### src/rtl/csm_pkg.sv
package csm_pkg;

    // Which half of a run the datapath is in
    typedef enum logic {
        PH_ACCUM = 1'b0,   // partial products enter, sum shifts right
        PH_FLUSH = 1'b1    // no partial product, carries move up in place
    } csm_phase_e;

endpackage

### src/rtl/csm_full_adder.sv
module csm_full_adder (
    input  logic x_i,
    input  logic y_i,
    input  logic z_i,
    output logic s_o,
    output logic c_o
);

    assign s_o = x_i ^ y_i ^ z_i;
    assign c_o = (x_i & y_i) | (x_i & z_i) | (y_i & z_i);

endmodule

### src/rtl/csm_csa_row.sv
module csm_csa_row #(
    parameter int unsigned N = 32
) (
    input  logic [N-1:0] x_i,
    input  logic [N-1:0] y_i,
    input  logic [N-1:0] z_i,
    output logic [N-1:0] s_o,
    output logic [N-1:0] c_o   // c_o[k] carries weight of column k+1
);

    // One independent full adder per column; no carry links between them
    for (genvar k = 0; k < N; k++) begin : g_col
        csm_full_adder i_fa (
            .x_i (x_i[k]),
            .y_i (y_i[k]),
            .z_i (z_i[k]),
            .s_o (s_o[k]),
            .c_o (c_o[k])
        );
    end

endmodule

### src/rtl/csa_shift_mult.sv
module csa_shift_mult #(
    parameter int unsigned N = 32
) (
    input  logic           clk,
    input  logic           rst_n,
    input  logic           start_i,
    input  logic [N-1:0]   mcand_i,
    input  logic [N-1:0]   mplier_i,
    output logic           busy_o,
    output logic           done_o,
    output logic [2*N-1:0] product_o
);

    import csm_pkg::*;

    localparam int unsigned CW       = (N > 2) ? $clog2(N) : 1;
    localparam logic [CW-1:0] LAST_STEP = CW'(N - 1);

    typedef struct packed {
        logic          busy;
        logic          done;
        csm_phase_e    phase;
        logic [CW-1:0] step;
        logic [N-1:0]  mcand;
        logic [N-1:0]  sum;    // sum vector of the carry-save accumulator
        logic [N-1:0]  cry;    // cry[k] is a pending carry into column k
        logic [N-1:0]  mreg;   // multiplier bits below, finished bits above
    } csm_state_t;

    csm_state_t st_d, st_q;

    logic [N-1:0] pp;
    logic [N-1:0] row_s;
    logic [N-1:0] row_c;

    // Partial product: gated multiplicand while accumulating, zero while flushing
    always_comb begin
        if (st_q.busy && st_q.phase == PH_ACCUM && st_q.mreg[0]) begin
            pp = st_q.mcand;
        end else begin
            pp = '0;
        end
    end

    csm_csa_row #(.N(N)) i_row (
        .x_i (st_q.sum),
        .y_i (st_q.cry),
        .z_i (pp),
        .s_o (row_s),
        .c_o (row_c)
    );

    always_comb begin
        st_d      = st_q;
        st_d.done = 1'b0;
        if (!st_q.busy) begin
            if (start_i) begin
                st_d.busy  = 1'b1;
                st_d.phase = PH_ACCUM;
                st_d.step  = '0;
                st_d.mcand = mcand_i;
                st_d.mreg  = mplier_i;
                st_d.sum   = '0;
                st_d.cry   = '0;
            end
        end else if (st_q.phase == PH_ACCUM) begin
            // Retire column 0 into the multiplier register and shift right.
            // The top column's carry becomes the new top sum bit.
            st_d.mreg = {row_s[0], st_q.mreg[N-1:1]};
            st_d.sum  = {row_c[N-1], row_s[N-1:1]};
            st_d.cry  = {1'b0, row_c[N-2:0]};
            if (st_q.step == LAST_STEP) begin
                st_d.phase = PH_FLUSH;
                st_d.step  = '0;
            end else begin
                st_d.step = st_q.step + 1'b1;
            end
        end else begin
            // No shift: each carry advances one column to the left
            st_d.sum = row_s;
            st_d.cry = {row_c[N-2:0], 1'b0};
            if (st_q.step == LAST_STEP) begin
                st_d.busy = 1'b0;
                st_d.done = 1'b1;
            end else begin
                st_d.step = st_q.step + 1'b1;
            end
        end
    end

    always_ff @(posedge clk or negedge rst_n) begin
        if (!rst_n) begin
            st_q <= '0;
        end else begin
            st_q <= st_d;
        end
    end

    assign busy_o    = st_q.busy;
    assign done_o    = st_q.done;
    assign product_o = {st_q.sum, st_q.mreg};

    AST_DONE_SINGLE: assert property (@(posedge clk) disable iff (!rst_n)
        done_o |=> !done_o);
    AST_DONE_AFTER_BUSY: assert property (@(posedge clk) disable iff (!rst_n)
        $fell(busy_o) |-> done_o);
    AST_DONE_NEEDS_RUN: assert property (@(posedge clk) disable iff (!rst_n)
        done_o |-> $past(busy_o));
    AST_START_BUSY_IGNORED: assert property (@(posedge clk) disable iff (!rst_n)
        (busy_o && st_q.phase == PH_ACCUM && start_i) |=> $stable(st_q.mcand));
    AST_TOP_SLOT_EMPTY: assert property (@(posedge clk) disable iff (!rst_n)
        (busy_o && st_q.phase == PH_ACCUM) |-> !st_q.cry[N-1]);
    AST_NO_TOP_CARRY_OUT: assert property (@(posedge clk) disable iff (!rst_n)
        (busy_o && st_q.phase == PH_FLUSH) |-> !row_c[N-1]);
    AST_CARRIES_DRAINED: assert property (@(posedge clk) disable iff (!rst_n)
        done_o |-> (st_q.cry == '0));
    AST_RESULT_HELD: assert property (@(posedge clk) disable iff (!rst_n)
        (!busy_o && !start_i) |=> $stable(product_o));

endmodule

### config.mk
export PLATFORM = sky130hd
export DESIGN_NAME = csa_shift_mult
export DESIGN_NICKNAME = d
export VERILOG_FILES = /design/src/rtl/csm_pkg.sv /design/src/rtl/csm_full_adder.sv /design/src/rtl/csm_csa_row.sv /design/src/rtl/csa_shift_mult.sv
export SDC_FILE = /design/constraint.sdc
export NUM_CORES = 1
export LEC_CHECK = 0
export BUFFER_PORTS_ARGS = -buffer_cell sky130_fd_sc_hd__buf_2
export CAP_MARGIN = 15
export CORE_MARGIN = 2
export CORE_UTILIZATION = 57
export DETAILED_ROUTE_END_ITERATION = 8
export GPL_TIMING_DRIVEN = 0
export PLACE_DENSITY = 0.82
export SKIP_LAST_GASP = 1
export SLEW_MARGIN = 0
export SYNTH_ARGS = -nofsm -noshare
export SYNTH_HDL_FRONTEND = slang
export SYNTH_SLANG_ARGS = --single-unit
export TNS_END_PERCENT = 20
### constraint.sdc
create_clock -name clk -period 2.6 [get_ports clk]
set_input_delay 0.26 -clock clk [delete_from_list [all_inputs] [get_ports clk]]
set_output_delay 0.26 -clock clk [all_outputs]
set_load 0.01 [all_outputs]
==> results of run 1 <==
## cells in the final DEF (no fill, tap or decap), drive strengths merged, types with 2 or more instances in the layout
| master | n |
|---|---|
| dfrtp | 136 |
| clkinv | 3 |
| a21o | 31 |
| and3 | 2 |
| nor2b | 2 |
| mux2i | 62 |
| o31ai | 59 |
| nor2 | 4 |
| mux2 | 33 |
| nand2 | 93 |
| buf | 231 |
| a22o | 38 |
| inv | 66 |
| ha | 2 |
| fa | 32 |
| nand3 | 3 |
| clkbuf | 40 |
| o21ai | 5 |
## cell type report
cell class,instances,area [um^2]
fill,956,4090
sequential,136,3400
multi-input combinational,378,3210
buffer,113,795
timing repair buffer,133,699
clock buffer,26,479
inverter,66,248
tap,176,220
clock inverter,4,45.0
## registers in the layout, indices dropped and copies added (netlist names)
name	flops
st_q	70
product_o	64
busy_o	1
done_o	1
## per-layer routing
layer  vias to the layer above  GRT usage (%)  part of all wire (%)
met5                         -              0                     0
met1                      2818           30.7                    41
met2                       210           43.8                    50
li1                       2595              -                     -
met4                         0           11.8                   2.9
met3                        44           6.32                   6.3
## timing repair
action,4_1_cts,5_1_grt
endpoints found under the hold margin,34,0
buffers inserted,0,0
hold buffers,1,0
## logic make-up after synthesis
logic type	count (synthesis)	share of synthesized area [%]
buffers and inverters	179	13.6
AO/OA/AOI/OAI	138	14.0
flip-flops	136	44.4
AND/OR/NAND/NOR	111	6.29
multiplexers	95	13.0
adder cells (fa/ha/maj)	34	8.69
## critical path: stages, from the launching register on
cell,delay [ns]
dfrtp_1,0.34
buf_4,0.18
nor2b_4,0.16
buf_6,0.14
and2_1,0.13
buf_4,0.16
buf_6,0.17
nand2_1,0.09
fa_1,0.58
nor2_1,0.07
a221o_1,0.26
## final timing paths
check	end	slack (ns)
max in group asynchronous	st_q[120]	1.50
hold / removal	st_q[119]	0.05
setup reg to reg	product_o[31]	0.21
hold reg to reg	st_q[96]	0.49
min in group asynchronous	st_q[113]	0.30
setup / recovery	product_o[31]	0.21
## power by group through the flow
| stage | clock (mW) | sequential (mW) | combinational, mW |
|---|---|---|---|
| final | 2.20 | 3.39 | 3.64 |
| after global routing | 2.32 | 3.47 | 4.03 |
| after CTS | 2.22 | 3.38 | 3.67 |
| after detailed placement | 0 | 3.40 | 3.61 |
| after global placement | 0 | 3.36 | 3.45 |
| after floorplan | 0 | 3.22 | 2.67 |
## stage by stage
stage                     util (%)  total power, mW  hold WS (ns)
final                         69.0             9.24        0.0482
after global routing          69.0             9.83        0.0484
after CTS                     69.0             9.27        0.0395
after detailed placement      65.0             7.02         0.173
after global placement        64.7             6.82         0.470
after floorplan                  -             5.90       -0.0356
==> qor.yml, run 1 <==
ir_drop_uv: 521
viasPerCell: 5.49
startpoint: "busy_o"
die_w_um: 120
netSwitchingPower_mw: 3.14
worst_slack_ns: 0.210
p_per_area_nw_per_um2: 1010
num_rows: 42
crit_fanout: 10
fin_worst_skew_ns: 0.00745
core_area_um2: 13200
port_buffers: 131
clkTransAtPathRegs_ns: 0.06
syn_area_um2: 7660
ys_seq_area_share_pct: 44.4
finalSetupViolCount: 0
place_inst: 1001
ys_top_cells_by_area: "dfrtp_1, fa_1, mux2i_1"
dr_total_vias: 5667
crit_arrival_ns: 2.70
ys_ff_latch: 136
design_area_um2: 9100
min_period_ns: 2.39
p_clk_share_pct: 23.9
holdPathStages: 2
worstHoldStart: "mcand_i[23]"
cts_root_buf: "clkbuf_16"
cts_buffers: 17
cts_tree: "done"
grt_overflow: 0
die_h_um: 120
synth_commonest_cells: "dfrtp_1, nand2_1, buf_4"
grtUsageTotal_pct: 25.7
fmax_mhz: 418
synth_cells: 693
worst_pin_slew_ns: 0.626
grt_max_degree: 103
synth-main-ff-cell: "dfrtp_1"
htree_num_levels: 4
yosys_warnings: 0
wl_per_cell_um: 16.7
synthDistinctLibCells: 35
path_class: "reg -> reg"
hold_path_class: "in -> reg"
syn_avg_cell_area_um2: 11.1
drtIter0Drc: 452
yosysMostFrequentCell: "dfrtp_1"
drcViolationCount: 0
drive_gt1_share_pct: 29.7
fin_crit_sh_pct: 91.9
antenna_found_initial: 0
synth_async_sr_flop_share_pct: 100
pre_cts_slack_ns: 0.221
slew_headroom_pct: 58.2
synth_fp_nets: 794
startpoint_type: "register"
place.gp.congestion: 0.903
num_antenna_cells: 0
cts_num_sinks: 136
dp_hpwl_um: 12100
cts_max_path_buffers: 2
finalSetupTns_ns: 0
cts-resized-gates: 0
grt_pass1_wl_um: 29000
finalNetCount: 946
num_io_pins: 133
synth_top_cell_area_share_pct: 44.4
p_comb_share_pct: 39.4
p_leak_nw: 4.82
grt_pass1_vias: 6120
syn_to_final_growth_pct: 18.9
dpl_cell_area_um2: 8570
required_ns: 2.91
reg2reg_depth: 10
routed_wl_um: 17300
hold_violations: 0
fin_cells: 1032
power_frac_seq_pct: 36.7
die-area_um2: 14400
clock_latency_ns: 0.42
max_cap_viol_count: 0
intPower_mw: 6.10
synth_edf_count: 0
status: "finished, final reports clean"
drtPass1Iterations: 6
r2r_start: "busy_o"
ant_nets: 0
start_util_pct: 58.1
endpoint_kind: "register"
netSwitchingFraction_pct: 34.0
yosysTopAreaCell: "dfrtp_1"
slew_violations: 0
rsz0062_at_grt: "no"
(Power assumes the default switching activity.)
==> run 2, diff against run 1 <==
Settings changed: RECOVER_POWER set to 100.
==> qor.yml, run 2 (same netlist as run 1, synthesis figures left out) <==
final_common_cell: "dfrtp_1"  # was buf_2
cts_num_sinks: 136  # unchanged
hold_end: "st_q[119]"  # unchanged
min_period_ns: 2.40  # was 2.39 ns
top_register: "st_q"  # unchanged
finalPower_mw: 9.11  # was 9.24 mW
ant_nets: 0  # unchanged
die_w_um: 120  # unchanged
grt_pass1_vias: 6120  # unchanged
grt_max_degree: 103  # unchanged
clkTransAtPathRegs_ns: 0.06  # about the same
htree_num_levels: 4  # unchanged
path_class: "reg -> reg"  # unchanged
max_cap_viol_count: 1  # was 0
hold_path_class: "in -> reg"  # unchanged
grt_overflow: 0  # unchanged
start_util_pct: 58.1  # unchanged
finalNetCount: 946  # unchanged
p_per_area_nw_per_um2: 1020  # was 1010 nW/um^2
finalSetupViolCount: 0  # unchanged
design_area_um2: 8960  # was 9100 um^2
cts_root_buf: "clkbuf_16"  # unchanged
cts_max_path_buffers: 2  # unchanged
dpl_cell_area_um2: 8570  # unchanged
holdPathStages: 2  # unchanged
finalSetupTns_ns: 0  # unchanged
grt_pass1_wl_um: 29000  # unchanged
core_area_um2: 13200  # unchanged
endpoint_kind: "register"  # unchanged
hold_violations: 0  # unchanged
num_io_pins: 133  # unchanged
worstHoldStart: "mcand_i[23]"  # unchanged
pre_cts_slack_ns: 0.221  # unchanged
cp_slowest_stage_delay_ns: 0.58  # about the same
drcViolationCount: 0  # unchanged
cts-resized-gates: 0  # unchanged
layout_common_cells: "dfrtp_1, nand2_1, clkbuf_1"  # was buf_2, dfrtp_1, nand2_1
slew_headroom_pct: -5.87  # was 58.2%
cts_buffers: 17  # unchanged
largest_register_ff_count: 70  # unchanged
routed_wl_um: 17300  # about the same
crit_family: "buffers and inverters"  # unchanged
num_rows: 42  # unchanged
r2r_end: "product_o[31]"  # unchanged
crit_path_cell_trace: "buf_4, nor2b_1, buf_6, and2_1, buf_4, buf_6, nand2_1, fa_1, nor2_1, a221o_1"  # was buf_4, nor2b_4, buf_6, and2_1, buf_4, buf_6, nand2_1, fa_1, nor2_1, a221o_1
drtIter0Drc: 479  # was 452
crit_fanout: 10  # unchanged
syn_to_final_growth_pct: 17.0  # was 18.9%
crit_buf_inv: 4  # unchanged
grtUsageTotal_pct: 25.7  # unchanged
fmax_mhz: 416  # was 418 MHz
port_buffers: 131  # unchanged
r2r_slack_ns: 0.20  # was 0.21 ns
p_leak_nw: 4.59  # was 4.82 nW
ir_drop_uv: 520  # was 521 uV
slew_violations: 35  # was 0
worst_pin_slew_ns: 1.59  # was 0.626 ns
fin_crit_sh_pct: 92.4  # was 91.9%
cpMaxStageDelayCell: "fa_1"  # unchanged
drtPass1Iterations: 5  # was 6
place.gp.congestion: 0.903  # unchanged
dr_total_vias: 5654  # was 5667
antenna_found_initial: 0  # unchanged
dp_hpwl_um: 12100  # unchanged
clock_latency_ns: 0.42  # about the same
viasPerCell: 5.48  # was 5.49
wl_per_cell_um: 16.8  # was 16.7 um
status: "complete, but fails checks"  # was finished, final reports clean
crit_arrival_ns: 2.71  # was 2.70 ns
cts_tree: "done"  # unchanged
r2r_start: "busy_o"  # unchanged
violations: "max-capacitance violations, max-slew violations"
die_h_um: 120  # unchanged
worst_slack_ns: 0.199  # was 0.210 ns
startpoint_type: "register"  # unchanged
drive_gt1_share_pct: 21.7  # was 29.7%
rsz0062_at_grt: "no"  # unchanged
startpoint: "busy_o"  # unchanged
fin_worst_skew_ns: 0.00823  # was 0.00745 ns
die-area_um2: 14400  # unchanged
num_antenna_cells: 0  # unchanged
required_ns: 2.90  # was 2.91 ns
reg2reg_depth: 10  # unchanged
-- run 2: changes by cell type in the layout (fill, tap and decap cells not counted), sizes merged --
cell,delta
clkbuf,+74
dlygate4sd2,+1
buf,-75
-- run 2: area by class of cell --
cell class,instances,area [um^2]
Inverter,66,248
Tap cell,176,220
Buffer,113,753
Clock inverter,4,45.0
Multi-Input combinational cell,378,3190
Fill cell,1005,4230
Clock buffer,26,479
Sequential cell,136,3400
Timing Repair Buffer,133,619
-- run 2: worst register-to-register path, stage by stage (launching register included) --
cell	delay [ns]
dfrtp_1	0.34
buf_4	0.17
nor2b_1	0.18
buf_6	0.15
and2_1	0.12
buf_4	0.15
buf_6	0.17
nand2_1	0.09
fa_1	0.58
nor2_1	0.07
a221o_1	0.26
-- run 2: worst max-delay path by stage --
stage | to | cells after the start | slack, ns
CTS | product_o[31] | 10 | 0.20
floorplan | product_o[31] | 10 | 0.40
global route | product_o[31] | 10 | 0.06
finish | product_o[31] | 10 | 0.20
detailed placement | product_o[31] | 10 | 0.22
global placement | product_o[26] | 1 | -0.55
-- run 2: power breakdown --
part | switching, mW | internal (mW) | leakage, nW
logic | 1.77 | 1.75 | 2.59
clock network | 0.851 | 1.35 | 0.258
registers | 0.520 | 2.87 | 1.73
-- run 2: per-stage QoR --
step	std cells	utilization [%]	hold WS, ns
after floorplan	693	-	-0.0356
after CTS	1032	69.0	0.0395
after detailed placement	1001	65.0	0.173
after global routing	1032	67.9	0.0484
after global placement	1000	64.7	0.470
final	1032	67.9	0.0476
-- run 2: repair_timing --
| item | in CTS | in global routing |
|---|---|---|
| hold buffers | 1 | 0 |
| buffers inserted | 0 | 0 |
| endpoints found under the hold margin | 34 | 0 |
-- run 2: per-layer routing --
metal | GRT usage [%] | up-vias | wire, um
li1 | - | 2595 | -
met1 | 30.7 | 2823 | 7220
met2 | 43.8 | 192 | 8720
met3 | 6.32 | 44 | 868
met4 | 11.8 | 0 | 498
met5 | 0 | - | 0
==> run 3, diff against run 2 <==
Settings changed: CORE_ASPECT_RATIO set to 0.8.
==> qor.yml, run 3 (same netlist as run 1, synthesis figures left out) <==
violations: "max-capacitance violations, max-slew violations"  # unchanged
final_common_cell: "dfrtp_1"  # unchanged
dp_hpwl_um: 12300  # was 12100 um
num_antenna_cells: 0  # unchanged
endpoint: "product_o[31]"  # unchanged
fmax_mhz: 426  # was 416 MHz
r2r_slack_ns: 0.25  # was 0.20 ns
antenna_found_initial: 0  # unchanged
worst_pin_slew_ns: 1.89  # was 1.59 ns
drcViolationCount: 0  # unchanged
crit_arrival_ns: 2.65  # was 2.71 ns
num_io_pins: 133  # unchanged
cts_buffers: 17  # unchanged
dr_total_vias: 5529  # was 5654
routed_wl_um: 17300  # about the same
hold_violations: 0  # unchanged
p_leak_nw: 4.61  # was 4.59 nW
fin_crit_sh_pct: 90.4  # was 92.4%
r2r_start: "busy_o"  # unchanged
htree_num_levels: 4  # unchanged
place.gp.congestion: 0.815  # was 0.903
grt_max_degree: 104  # was 103
cpMaxStageDelayCell: "fa_1"  # unchanged
required_ns: 2.90  # about the same
grt_pass1_wl_um: 29000  # about the same
clkTransAtPathRegs_ns: 0.06  # about the same
cts-resized-gates: 0  # unchanged
path_class: "reg -> reg"  # unchanged
grtUsageTotal_pct: 26.0  # was 25.7%
hold_path_class: "in -> reg"  # unchanged
finalSetupTns_ns: 0  # unchanged
p_per_area_nw_per_um2: 1040  # was 1020 nW/um^2
pre_cts_slack_ns: 0.272  # was 0.221 ns
cts_tree: "done"  # unchanged
crit_path_cell_trace: "buf_4, nor2b_1, buf_6, and2_0, buf_4, buf_6, nand2_1, fa_1, nor2_1, a221o_1"  # was buf_4, nor2b_1, buf_6, and2_1, buf_4, buf_6, nand2_1, fa_1, nor2_1, a221o_1
die_h_um: 108  # was 120 um
crit_family: "buffers and inverters"  # unchanged
drive_gt1_share_pct: 21.8  # was 21.7%
syn_to_final_growth_pct: 18.0  # was 17.0%
ant_nets: 0  # unchanged
r2r_end: "product_o[31]"  # unchanged
whs_ns: 0.0506  # was 0.0476 ns
layout_common_cells: "dfrtp_1, nand2_1, clkbuf_1"  # unchanged
reg2reg_depth: 10  # unchanged
slew_violations: 34  # was 35
start_util_pct: 58.9  # was 58.1%
crit_cells: 10  # unchanged
die_w_um: 134  # was 120 um
slew_headroom_pct: -25.9  # was -5.87%
endpoint_kind: "register"  # unchanged
top_register: "st_q"  # unchanged
crit_fanout: 10  # unchanged
ir_drop_uv: 626  # was 520 uV
status: "complete, but fails checks"  # unchanged
die-area_um2: 14400  # about the same
cts_root_buf: "clkbuf_16"  # unchanged
fin_worst_skew_ns: 0.00734  # was 0.00823 ns
grt_pass1_vias: 5877  # was 6120
largest_register_ff_count: 70  # unchanged
clock_latency_ns: 0.42  # about the same
finalNetCount: 946  # unchanged
cts_num_sinks: 136  # unchanged
drtPass1Iterations: 5  # unchanged
port_buffers: 131  # unchanged
wl_per_cell_um: 16.8  # about the same
finalSetupViolCount: 0  # unchanged
max_cap_viol_count: 1  # unchanged
cp_slowest_stage_delay_ns: 0.57  # was 0.58 ns
startpoint: "busy_o"  # unchanged
grt_overflow: 0  # unchanged
num_rows: 37  # was 42
viasPerCell: 5.36  # was 5.48
crit_buf_inv: 4  # unchanged
worst_slack_ns: 0.250  # was 0.199 ns
cts_max_path_buffers: 2  # unchanged
rsz0062_at_grt: "no"  # unchanged
min_period_ns: 2.35  # was 2.40 ns
drtIter0Drc: 416  # was 479
startpoint_type: "register"  # unchanged
core_area_um2: 13000  # was 13200 um^2
==> run 3: changes by cell type in the layout (fill, tap and decap cells not counted), moves of 2 or more <==
| cell | delta |
|---|---|
| buf_2 | -4 |
| bufinv_16 | +2 |
| clkbuf_8 | +2 |
| clkbuf_4 | -4 |
| buf_4 | +4 |
==> run 3: worst reg2reg max path: cells and delay by family, from the launching register on <==
family	cells	cell delay (ns)
flops	1	0.34
compound gates	1	0.25
buf+inv	4	0.63
simple gates	4	0.46
fa+ha+maj	1	0.57
==> run 3: worst min path at each step <==
stage	to	depth (start not counted)	startpoint	slack, ns
floorplan	busy_o	0	rst_n	-0.04
global placement	st_q[127]	1	st_q[127]	0.47
detailed placement	product_o[39]	1	rst_n	0.17
CTS	st_q[113]	2	mcand_i[17]	0.04
global route	st_q[113]	2	mcand_i[17]	0.04
finish	st_q[124]	2	mcand_i[28]	0.05
==> run 3: layer usage <==
metal  wire [um]  global-route usage, %  vias up
met2        8490                   42.3      145
met1        7700                   34.8     2768
li1            -                      -     2597
met4         238                   9.95        0
met3         897                   5.08       19
met5           0                      0        -
==> run 3: area by class of cell <==
cell class,instances,area [um^2]
fillers,1020,3970
clock buffers,24,492
multi-input cells,378,3190
plain buffers,113,753
repair buffers,133,617
flip-flops and latches,136,3400
clock inverters,7,116
well taps,175,219
inverters,66,248
==> run 3: timing repair <==
item / 4_1_cts / 5_1_grt
setup buffers: 0 / 0
hold buffers: 1 / 0
hold endpoints to repair: 33 / 0
==> run 3: where the power goes <==
group	internal (mW)	switching [mW]	total [mW]
sequential	2.87	0.530	3.40
clock	1.60	0.878	2.48
combinational	1.74	1.75	3.49
==> run 3: through the flow <==
stage | util [%] | cell area [um^2] | power (mW) | instances
after floorplan | - | 7660 | 5.90 | 693
after global placement | 65.6 | 8530 | 6.83 | 999
after detailed placement | 65.9 | 8570 | 7.02 | 1000
after CTS | 70.6 | 9190 | 9.55 | 1032
after global routing | 69.5 | 9040 | 10.0 | 1032
final | 69.5 | 9040 | 9.37 | 1032
